<file path="config.mk">
export PLATFORM = sky130hd
export DESIGN_NAME = sig_conflict_det
export DESIGN_NICKNAME = d
export VERILOG_FILES = /design/src/rtl/sigcd_pkg.sv /design/src/rtl/sigcd_hash.sv /design/src/rtl/sigcd_sig.sv /design/src/rtl/sigcd_classify.sv /design/src/rtl/sig_conflict_det.sv
export SDC_FILE = /design/constraint.sdc
export NUM_CORES = 2
export LEC_CHECK = 0
export BUFFER_PORTS_ARGS = -buffer_cell sky130_fd_sc_hd__buf_4
export CAP_MARGIN = 20
export CORE_ASPECT_RATIO = 2
export CORE_MARGIN = 4
export CORE_UTILIZATION = 35
export DETAILED_ROUTE_END_ITERATION = 16
export PLACE_DENSITY = 0.57
export SLEW_MARGIN = 20
export SYNTH_ARGS = -nofsm -noshare
export SYNTH_HDL_FRONTEND = slang
export SYNTH_SLANG_ARGS = --single-unit
</file>
<file path="constraint.sdc">
create_clock -name clk -period 7.12 [get_ports clk]
set_input_delay 0.712 -clock clk [delete_from_list [all_inputs] [get_ports clk]]
set_output_delay 0.712 -clock clk [all_outputs]
set_load 0.01 [all_outputs]
</file>
<file path="src/rtl/sigcd_pkg.sv">
package sigcd_pkg;
  typedef enum logic [1:0] {
    CONF_NONE = 2'b00,
    CONF_RW   = 2'b01,
    CONF_WR   = 2'b10,
    CONF_WW   = 2'b11
  } conf_kind_e;
endpackage

</file>
<file path="src/rtl/sigcd_hash.sv">
module sigcd_hash #(
  parameter int ADDR_W   = 32,
  parameter int LINE_OFS = 6,
  parameter int IDX_W    = 8,
  parameter int HASH_ID  = 0
) (
  input  logic [ADDR_W-1:0] addr,
  output logic [IDX_W-1:0]  idx
);
  localparam int LINE_W = ADDR_W - LINE_OFS;
  localparam int NCH    = (LINE_W + IDX_W - 1) / IDX_W;
  localparam int PAD_W  = NCH * IDX_W;

  logic [PAD_W-1:0] line_pad;
  logic [NCH-1:0][IDX_W-1:0] rot;
  logic unused_ofs;

  assign line_pad   = PAD_W'(addr[ADDR_W-1:LINE_OFS]);
  assign unused_ofs = ^addr[LINE_OFS-1:0];

  for (genvar g = 0; g < NCH; g++) begin : g_chunk
    localparam int SH = (g * HASH_ID) % IDX_W;
    logic [IDX_W-1:0] chunk;
    assign chunk = line_pad[g*IDX_W +: IDX_W];
    if (SH == 0) begin : g_plain
      assign rot[g] = chunk;
    end else begin : g_rot
      assign rot[g] = {chunk[IDX_W-SH-1:0], chunk[IDX_W-1:IDX_W-SH]};
    end
  end

  always_comb begin
    idx = '0;
    for (int i = 0; i < NCH; i++) idx = idx ^ rot[i];
  end
endmodule

</file>
<file path="src/rtl/sigcd_sig.sv">
module sigcd_sig #(
  parameter int SIG_BITS = 256,
  parameter int NUM_HASH = 2,
  parameter int IDX_W    = $clog2(SIG_BITS)
) (
  input  logic                               clk,
  input  logic                               rst_n,
  input  logic                               clr,
  input  logic                               ins_en,
  input  logic [NUM_HASH-1:0][IDX_W-1:0]     ins_idx,
  input  logic [NUM_HASH-1:0][IDX_W-1:0]     tst_idx,
  output logic                               hit
);
  logic [SIG_BITS-1:0] bits_q;

  always_ff @(posedge clk) begin
    if (!rst_n || clr) begin
      bits_q <= '0;
    end else if (ins_en) begin
      for (int h = 0; h < NUM_HASH; h++) bits_q[ins_idx[h]] <= 1'b1;
    end
  end

  always_comb begin
    hit = 1'b1;
    for (int h = 0; h < NUM_HASH; h++) hit = hit & bits_q[tst_idx[h]];
  end
endmodule

</file>
<file path="src/rtl/sigcd_classify.sv">
module sigcd_classify
  import sigcd_pkg::*;
(
  input  logic       prb_en,
  input  logic       prb_is_wr,
  input  logic       rd_hit,
  input  logic       wr_hit,
  output conf_kind_e kind
);
  always_comb begin
    kind = CONF_NONE;
    if (prb_en) begin
      if (prb_is_wr && wr_hit)       kind = CONF_WW;
      else if (prb_is_wr && rd_hit)  kind = CONF_RW;
      else if (!prb_is_wr && wr_hit) kind = CONF_WR;
    end
  end
endmodule

</file>
<file path="src/rtl/sig_conflict_det.sv">
module sig_conflict_det
  import sigcd_pkg::*;
#(
  parameter int ADDR_W   = 32,
  parameter int LINE_OFS = 6,
  parameter int SIG_BITS = 256,
  parameter int NUM_HASH = 2
) (
  input  logic              clk,
  input  logic              rst_n,
  input  logic              tx_begin,
  input  logic              tx_clear,
  input  logic              ins_valid,
  output logic              ins_ready,
  input  logic [ADDR_W-1:0] ins_addr,
  input  logic              ins_is_wr,
  input  logic              prb_valid,
  output logic              prb_ready,
  input  logic [ADDR_W-1:0] prb_addr,
  input  logic              prb_is_wr,
  output logic              abort_pulse,
  output logic [1:0]        abort_kind
);
  localparam int IDX_W = $clog2(SIG_BITS);

  logic tx_active_q;
  logic ins_fire, prb_en, rd_hit, wr_hit;
  logic [NUM_HASH-1:0][IDX_W-1:0] ins_idx, prb_idx;
  conf_kind_e kind;

  always_ff @(posedge clk) begin
    if (!rst_n)                   tx_active_q <= 1'b0;
    else if (tx_clear || tx_begin) tx_active_q <= tx_begin;
  end

  assign ins_ready = tx_active_q;
  assign prb_ready = 1'b1;
  assign ins_fire  = ins_valid && tx_active_q && !tx_clear;
  assign prb_en    = prb_valid && tx_active_q;

  for (genvar h = 0; h < NUM_HASH; h++) begin : g_hash
    sigcd_hash #(.ADDR_W(ADDR_W), .LINE_OFS(LINE_OFS), .IDX_W(IDX_W), .HASH_ID(h))
      u_ins_hash (.addr(ins_addr), .idx(ins_idx[h]));
    sigcd_hash #(.ADDR_W(ADDR_W), .LINE_OFS(LINE_OFS), .IDX_W(IDX_W), .HASH_ID(h))
      u_prb_hash (.addr(prb_addr), .idx(prb_idx[h]));
  end

  sigcd_sig #(.SIG_BITS(SIG_BITS), .NUM_HASH(NUM_HASH), .IDX_W(IDX_W)) u_rd_sig (
    .clk(clk), .rst_n(rst_n), .clr(tx_clear),
    .ins_en(ins_fire && !ins_is_wr),
    .ins_idx(ins_idx), .tst_idx(prb_idx), .hit(rd_hit)
  );

  sigcd_sig #(.SIG_BITS(SIG_BITS), .NUM_HASH(NUM_HASH), .IDX_W(IDX_W)) u_wr_sig (
    .clk(clk), .rst_n(rst_n), .clr(tx_clear),
    .ins_en(ins_fire && ins_is_wr),
    .ins_idx(ins_idx), .tst_idx(prb_idx), .hit(wr_hit)
  );

  sigcd_classify u_cls (
    .prb_en(prb_en), .prb_is_wr(prb_is_wr),
    .rd_hit(rd_hit), .wr_hit(wr_hit), .kind(kind)
  );

  always_ff @(posedge clk) begin
    if (!rst_n) begin
      abort_pulse <= 1'b0;
      abort_kind  <= 2'b00;
    end else begin
      abort_pulse <= (kind != CONF_NONE);
      abort_kind  <= kind;
    end
  end
endmodule

</file>
==> impl_metrics.prom <==
# TYPE chip_impl_metric gauge
chip_impl_metric{name="power_density",unit="nW/um^2"} 250
chip_impl_metric{name="final.setup.worst_slack",unit="ns"} 2.62
chip_impl_metric{name="area_growth",unit="%"} 10.5
chip_impl_metric{name="hold-worst-slack",unit="ns"} 0.326
chip_impl_metric{name="netlist-cell-type-count",unit=""} 60
chip_impl_metric{name="cp.arrival",unit="ns"} 5.02
chip_impl_metric{name="initialDrtViolationCount",unit=""} 3558
chip_impl_metric{name="core_region_area",unit="sq um"} 76900
chip_impl_info{name="yosys-top-cells-count",value="sky130_fd_sc_hd__nor2_1 (593), sky130_fd_sc_hd__a21oi_1 (542), sky130_fd_sc_hd__dfxtp_1 (516), sky130_fd_sc_hd__o22ai_1 (317), sky130_fd_sc_hd__nand2_1 (308)"} 1
chip_impl_metric{name="yosysWarnings",unit=""} 0
chip_impl_metric{name="yosys.area.top_type_share",unit="%"} 38.1
chip_impl_metric{name="cellLeakagePower",unit="nW"} 9.62
chip_impl_metric{name="cts_sinks",unit=""} 516
chip_impl_metric{name="detailroute.via_count",unit=""} 27466
chip_impl_metric{name="share_clk_of_total_power",unit="%"} 36.3
chip_impl_metric{name="ff_latch_area",unit="sq um"} 10300
chip_impl_info{name="setup.worst_path.end_class",value="flip-flop"} 1
chip_impl_metric{name="clkSlewWorstSetupHoldPaths",unit="ns"} 0.07
chip_impl_metric{name="slew_margin_rel",unit="%"} 12.2
chip_impl_metric{name="detailedPlacementHpwl",unit="microns"} 80300
chip_impl_metric{name="worstPathMaxFanout",unit=""} 73
chip_impl_metric{name="antenna_violations_before_repair",unit=""} 5
chip_impl_metric{name="synth-seq-area-share",unit="%"} 38.1
chip_impl_metric{name="h_tree_level_count",unit=""} 2
chip_impl_metric{name="worstPathRequired",unit="ns"} 7.64
chip_impl_metric{name="design.die.area",unit="sq um"} 82300
chip_impl_metric{name="setup_viol_count_final",unit=""} 0
chip_impl_metric{name="starting_density",unit="%"} 35.2
chip_impl_metric{name="ir_worst_vdd",unit="mV"} 0.234
chip_impl_metric{name="io_pins",unit=""} 77
chip_impl_metric{name="cts_hold_buf",unit=""} 0
chip_impl_metric{name="drt_pass1_iterations",unit=""} 6
chip_impl_info{name="top_area_cells_in_the_synthesized_netlist",value="sky130_fd_sc_hd__dfxtp_1 (38%), sky130_fd_sc_hd__a21oi_1 (10%), sky130_fd_sc_hd__mux4_2 (10%)"} 1
chip_impl_metric{name="grt_max_degree",unit=""} 214
chip_impl_metric{name="timing.setup.tns",unit="ns"} 0
chip_impl_metric{name="drive_above_1_share",unit="%"} 11.4
chip_impl_metric{name="multi_input_comb_area",unit="sq um"} 15700
chip_impl_info{name="start_kind",value="input port"} 1
chip_impl_metric{name="final_nets",unit=""} 3221
chip_impl_metric{name="synth_cells",unit=""} 3249
chip_impl_metric{name="grt.overflow.total",unit=""} 0
chip_impl_metric{name="antenna_left",unit=""} 0
chip_impl_metric{name="die-width",unit="microns"} 205
chip_impl_metric{name="finalCritPeriodShare",unit="%"} 63.2
chip_impl_metric{name="synth_area",unit="sq um"} 27100
chip_impl_metric{name="postSynthNetCount",unit=""} 3321
chip_impl_info{name="cts_root_buffer",value="sky130_fd_sc_hd__clkbuf_16"} 1
chip_impl_metric{name="synth_seq_cells",unit=""} 516
chip_impl_info{name="yosys.cell_count.top_type",value="sky130_fd_sc_hd__nor2_1"} 1
chip_impl_info{name="hold_path.class",value="input port to flip-flop"} 1
chip_impl_metric{name="fin_util",unit="%"} 39.0
chip_impl_metric{name="synthesis.area_per_instance",unit="sq um"} 8.35
chip_impl_metric{name="cell_area_after_layout",unit="sq um"} 30000
chip_impl_metric{name="clock_skew",unit="ns"} 0.0329
chip_impl_metric{name="route.detailed.wl_per_inst",unit="microns"} 30.4
chip_impl_metric{name="post-cts-setup-buffers",unit=""} 0
chip_impl_metric{name="hold_viol",unit=""} 0
chip_impl_metric{name="max_cap_violations",unit=""} 0
chip_impl_metric{name="layout_min_cycle_time",unit="ns"} 4.50
chip_impl_info{name="yosys.area.top_type",value="sky130_fd_sc_hd__dfxtp_1"} 1
chip_impl_metric{name="final_max_slew_viol_count",unit=""} 0
chip_impl_metric{name="post-route-drc-count",unit=""} 0
chip_impl_metric{name="max_freq",unit="MHz"} 222
chip_impl_metric{name="measured_slew_at_the_worst_slew_check_pin",unit="ns"} 1.30
chip_impl_metric{name="global_route_wire_length_before_repair",unit="microns"} 183000
chip_impl_metric{name="placement_rows",unit=""} 144
chip_impl_info{name="synth_flop_cell",value="sky130_fd_sc_hd__dfxtp_1"} 1
chip_impl_metric{name="cts_resized",unit=""} 0
chip_impl_info{name="grt_setup_unrepaired",value="no"} 1
chip_impl_info{name="status",value="finished clean"} 1
chip_impl_metric{name="switchingPower",unit="mW"} 2.64
chip_impl_metric{name="internal-power",unit="mW"} 4.84
chip_impl_metric{name="max-clock-path-buffers",unit=""} 3
chip_impl_metric{name="cts_inserted_buffers",unit=""} 46
chip_impl_metric{name="synth_edf_count",unit=""} 0
chip_impl_metric{name="count_of_fill_cells_added_during_filler_insertion",unit=""} 7979
chip_impl_metric{name="gpl.final_weighted_congestion",unit=""} 0.994
chip_impl_metric{name="placed_cell_area",unit="sq um"} 28400
chip_impl_metric{name="worst_setup_slack_before_clock_tree_synthesis",unit="ns"} 2.22
chip_impl_metric{name="vias_per_cell",unit=""} 6.52
chip_impl_metric{name="switching_share_of_power",unit="%"} 35.3
chip_impl_metric{name="combPwrFrac",unit="%"} 25.2
chip_impl_metric{name="grt_pass1_vias",unit=""} 26468
chip_impl_metric{name="worst_skew_pair.late_latency",unit="ns"} 0.62
chip_impl_info{name="crit_type",value="input port to flip-flop"} 1
chip_impl_metric{name="port-buffer-count",unit=""} 63
chip_impl_metric{name="drt-total-wl",unit="microns"} 128000
chip_impl_metric{name="floorplan.die.height",unit="microns"} 402
chip_impl_metric{name="global_route.usage.total",unit="%"} 30.0
chip_impl_metric{name="postSynth.asyncResetShare",unit="%"} 0
chip_impl_info{name="cts_tree",value="built"} 1
chip_impl_metric{name="pwr-share-seq",unit="%"} 38.6
## state kept, by name (all words and copies together) (netlist names)
name / count
abort_kind: 2
u_rd_sig.bits_q: 256
abort_pulse: 1
u_wr_sig.bits_q: 256
ins_ready: 1
## cell families (layout without fill, tap and decap cells)
| kind of cell | Yosys count | count (layout) | synth area share, % |
|---|---|---|---|
| XOR/XNOR | 94 | 94 | 3.67 |
| buffers and inverters | 284 | 221 | 4.51 |
| other | 1 | 3 | 0.0138 |
| AND/OR/NAND/NOR | 1084 | 1084 | 16.2 |
| multiplexers | 293 | 293 | 16.7 |
| flip-flops | 516 | 516 | 38.1 |
| AO/OA/AOI/OAI | 977 | 977 | 20.8 |
## critical path, stage by stage
cell and delay [ns]:
sky130_fd_sc_hd__buf_4 0.13, sky130_fd_sc_hd__xnor2_2 0.35, sky130_fd_sc_hd__xnor2_4 0.17, sky130_fd_sc_hd__buf_12 0.51, sky130_fd_sc_hd__mux4_1 0.75, sky130_fd_sc_hd__a22o_1 0.29
sky130_fd_sc_hd__nor4_1 0.24, sky130_fd_sc_hd__a21oi_1 0.13, sky130_fd_sc_hd__o311ai_0 1.07, sky130_fd_sc_hd__or3_1 0.24, sky130_fd_sc_hd__nor4_2 0.08, sky130_fd_sc_hd__a31o_1 0.27
## layout make-up
type / count / share of cell area (%)
Multi-Input combinational cell: 2449 / 52.3
Sequential cell: 516 / 34.5
Clock buffer: 68 / 4.35
Tap cell: 1022 / 4.27
Timing Repair Buffer: 136 / 3.70
Clock inverter: 17 / 0.856
Antenna cell: 2 / 0.0167
## cell usage in the layout, fill, tap and decap left out, types with 30 or more instances in the layout
cell / count
sky130_fd_sc_hd__a21oi_1: 542
sky130_fd_sc_hd__buf_4: 129
sky130_fd_sc_hd__clkbuf_16: 46
sky130_fd_sc_hd__dfxtp_1: 516
sky130_fd_sc_hd__mux2i_1: 167
sky130_fd_sc_hd__mux4_2: 120
sky130_fd_sc_hd__nand2_1: 299
sky130_fd_sc_hd__nand3_1: 99
sky130_fd_sc_hd__nand4_1: 32
sky130_fd_sc_hd__nor2_1: 590
sky130_fd_sc_hd__o22ai_1: 317
sky130_fd_sc_hd__xnor2_1: 46
sky130_fd_sc_hd__xor2_1: 30
## path summary, 6_finish.rpt
check | startpoint | end | slack, ns | cells past startpoint
max | prb_addr[6] | abort_kind[0]$_SDFF_PN0_ | 2.62 | 12
max reg2reg | u_wr_sig.bits_q[54]$_SDFFE_PP0P_ | abort_kind[0]$_SDFF_PN0_ | 3.76 | 8
min | tx_begin | ins_ready$_SDFFE_PN0P_ | 0.33 | 2
min reg2reg | u_rd_sig.bits_q[103]$_SDFFE_PP0P_ | u_rd_sig.bits_q[103]$_SDFFE_PP0P_ | 0.48 | 2
## routing by layer
| metal | track usage, % | wire length, microns | share of wire [%] | vias to the layer above |
|---|---|---|---|---|
| met2 | 46.0 | 56900 | 44 | 1903 |
| met3 | 7.30 | 13500 | 11 | 697 |
| met4 | 27.8 | 15300 | 12 | 0 |
| met1 | 33.7 | 42300 | 33 | 13217 |
| li1 | - | - | - | 11649 |
| met5 | 0 | 0 | 0 | - |
## power by group through the flow
stage	Clock [mW]	Sequential, mW	Combinational (mW)
final	2.71	2.89	1.88
after detailed placement	0	2.95	1.79
after CTS	2.73	2.89	1.79
after floorplan	0	2.95	1.02
after global routing	2.82	2.89	1.88
after global placement	0	2.95	1.79
## through the flow
stage,std cells,power (mW)
floorplan,3249,3.97
global placement,4123,4.74
detailed placement,4123,4.74
CTS,4208,7.41
global route,4208,7.58
finish,4210,7.48
(Power assumes the default switching activity.)
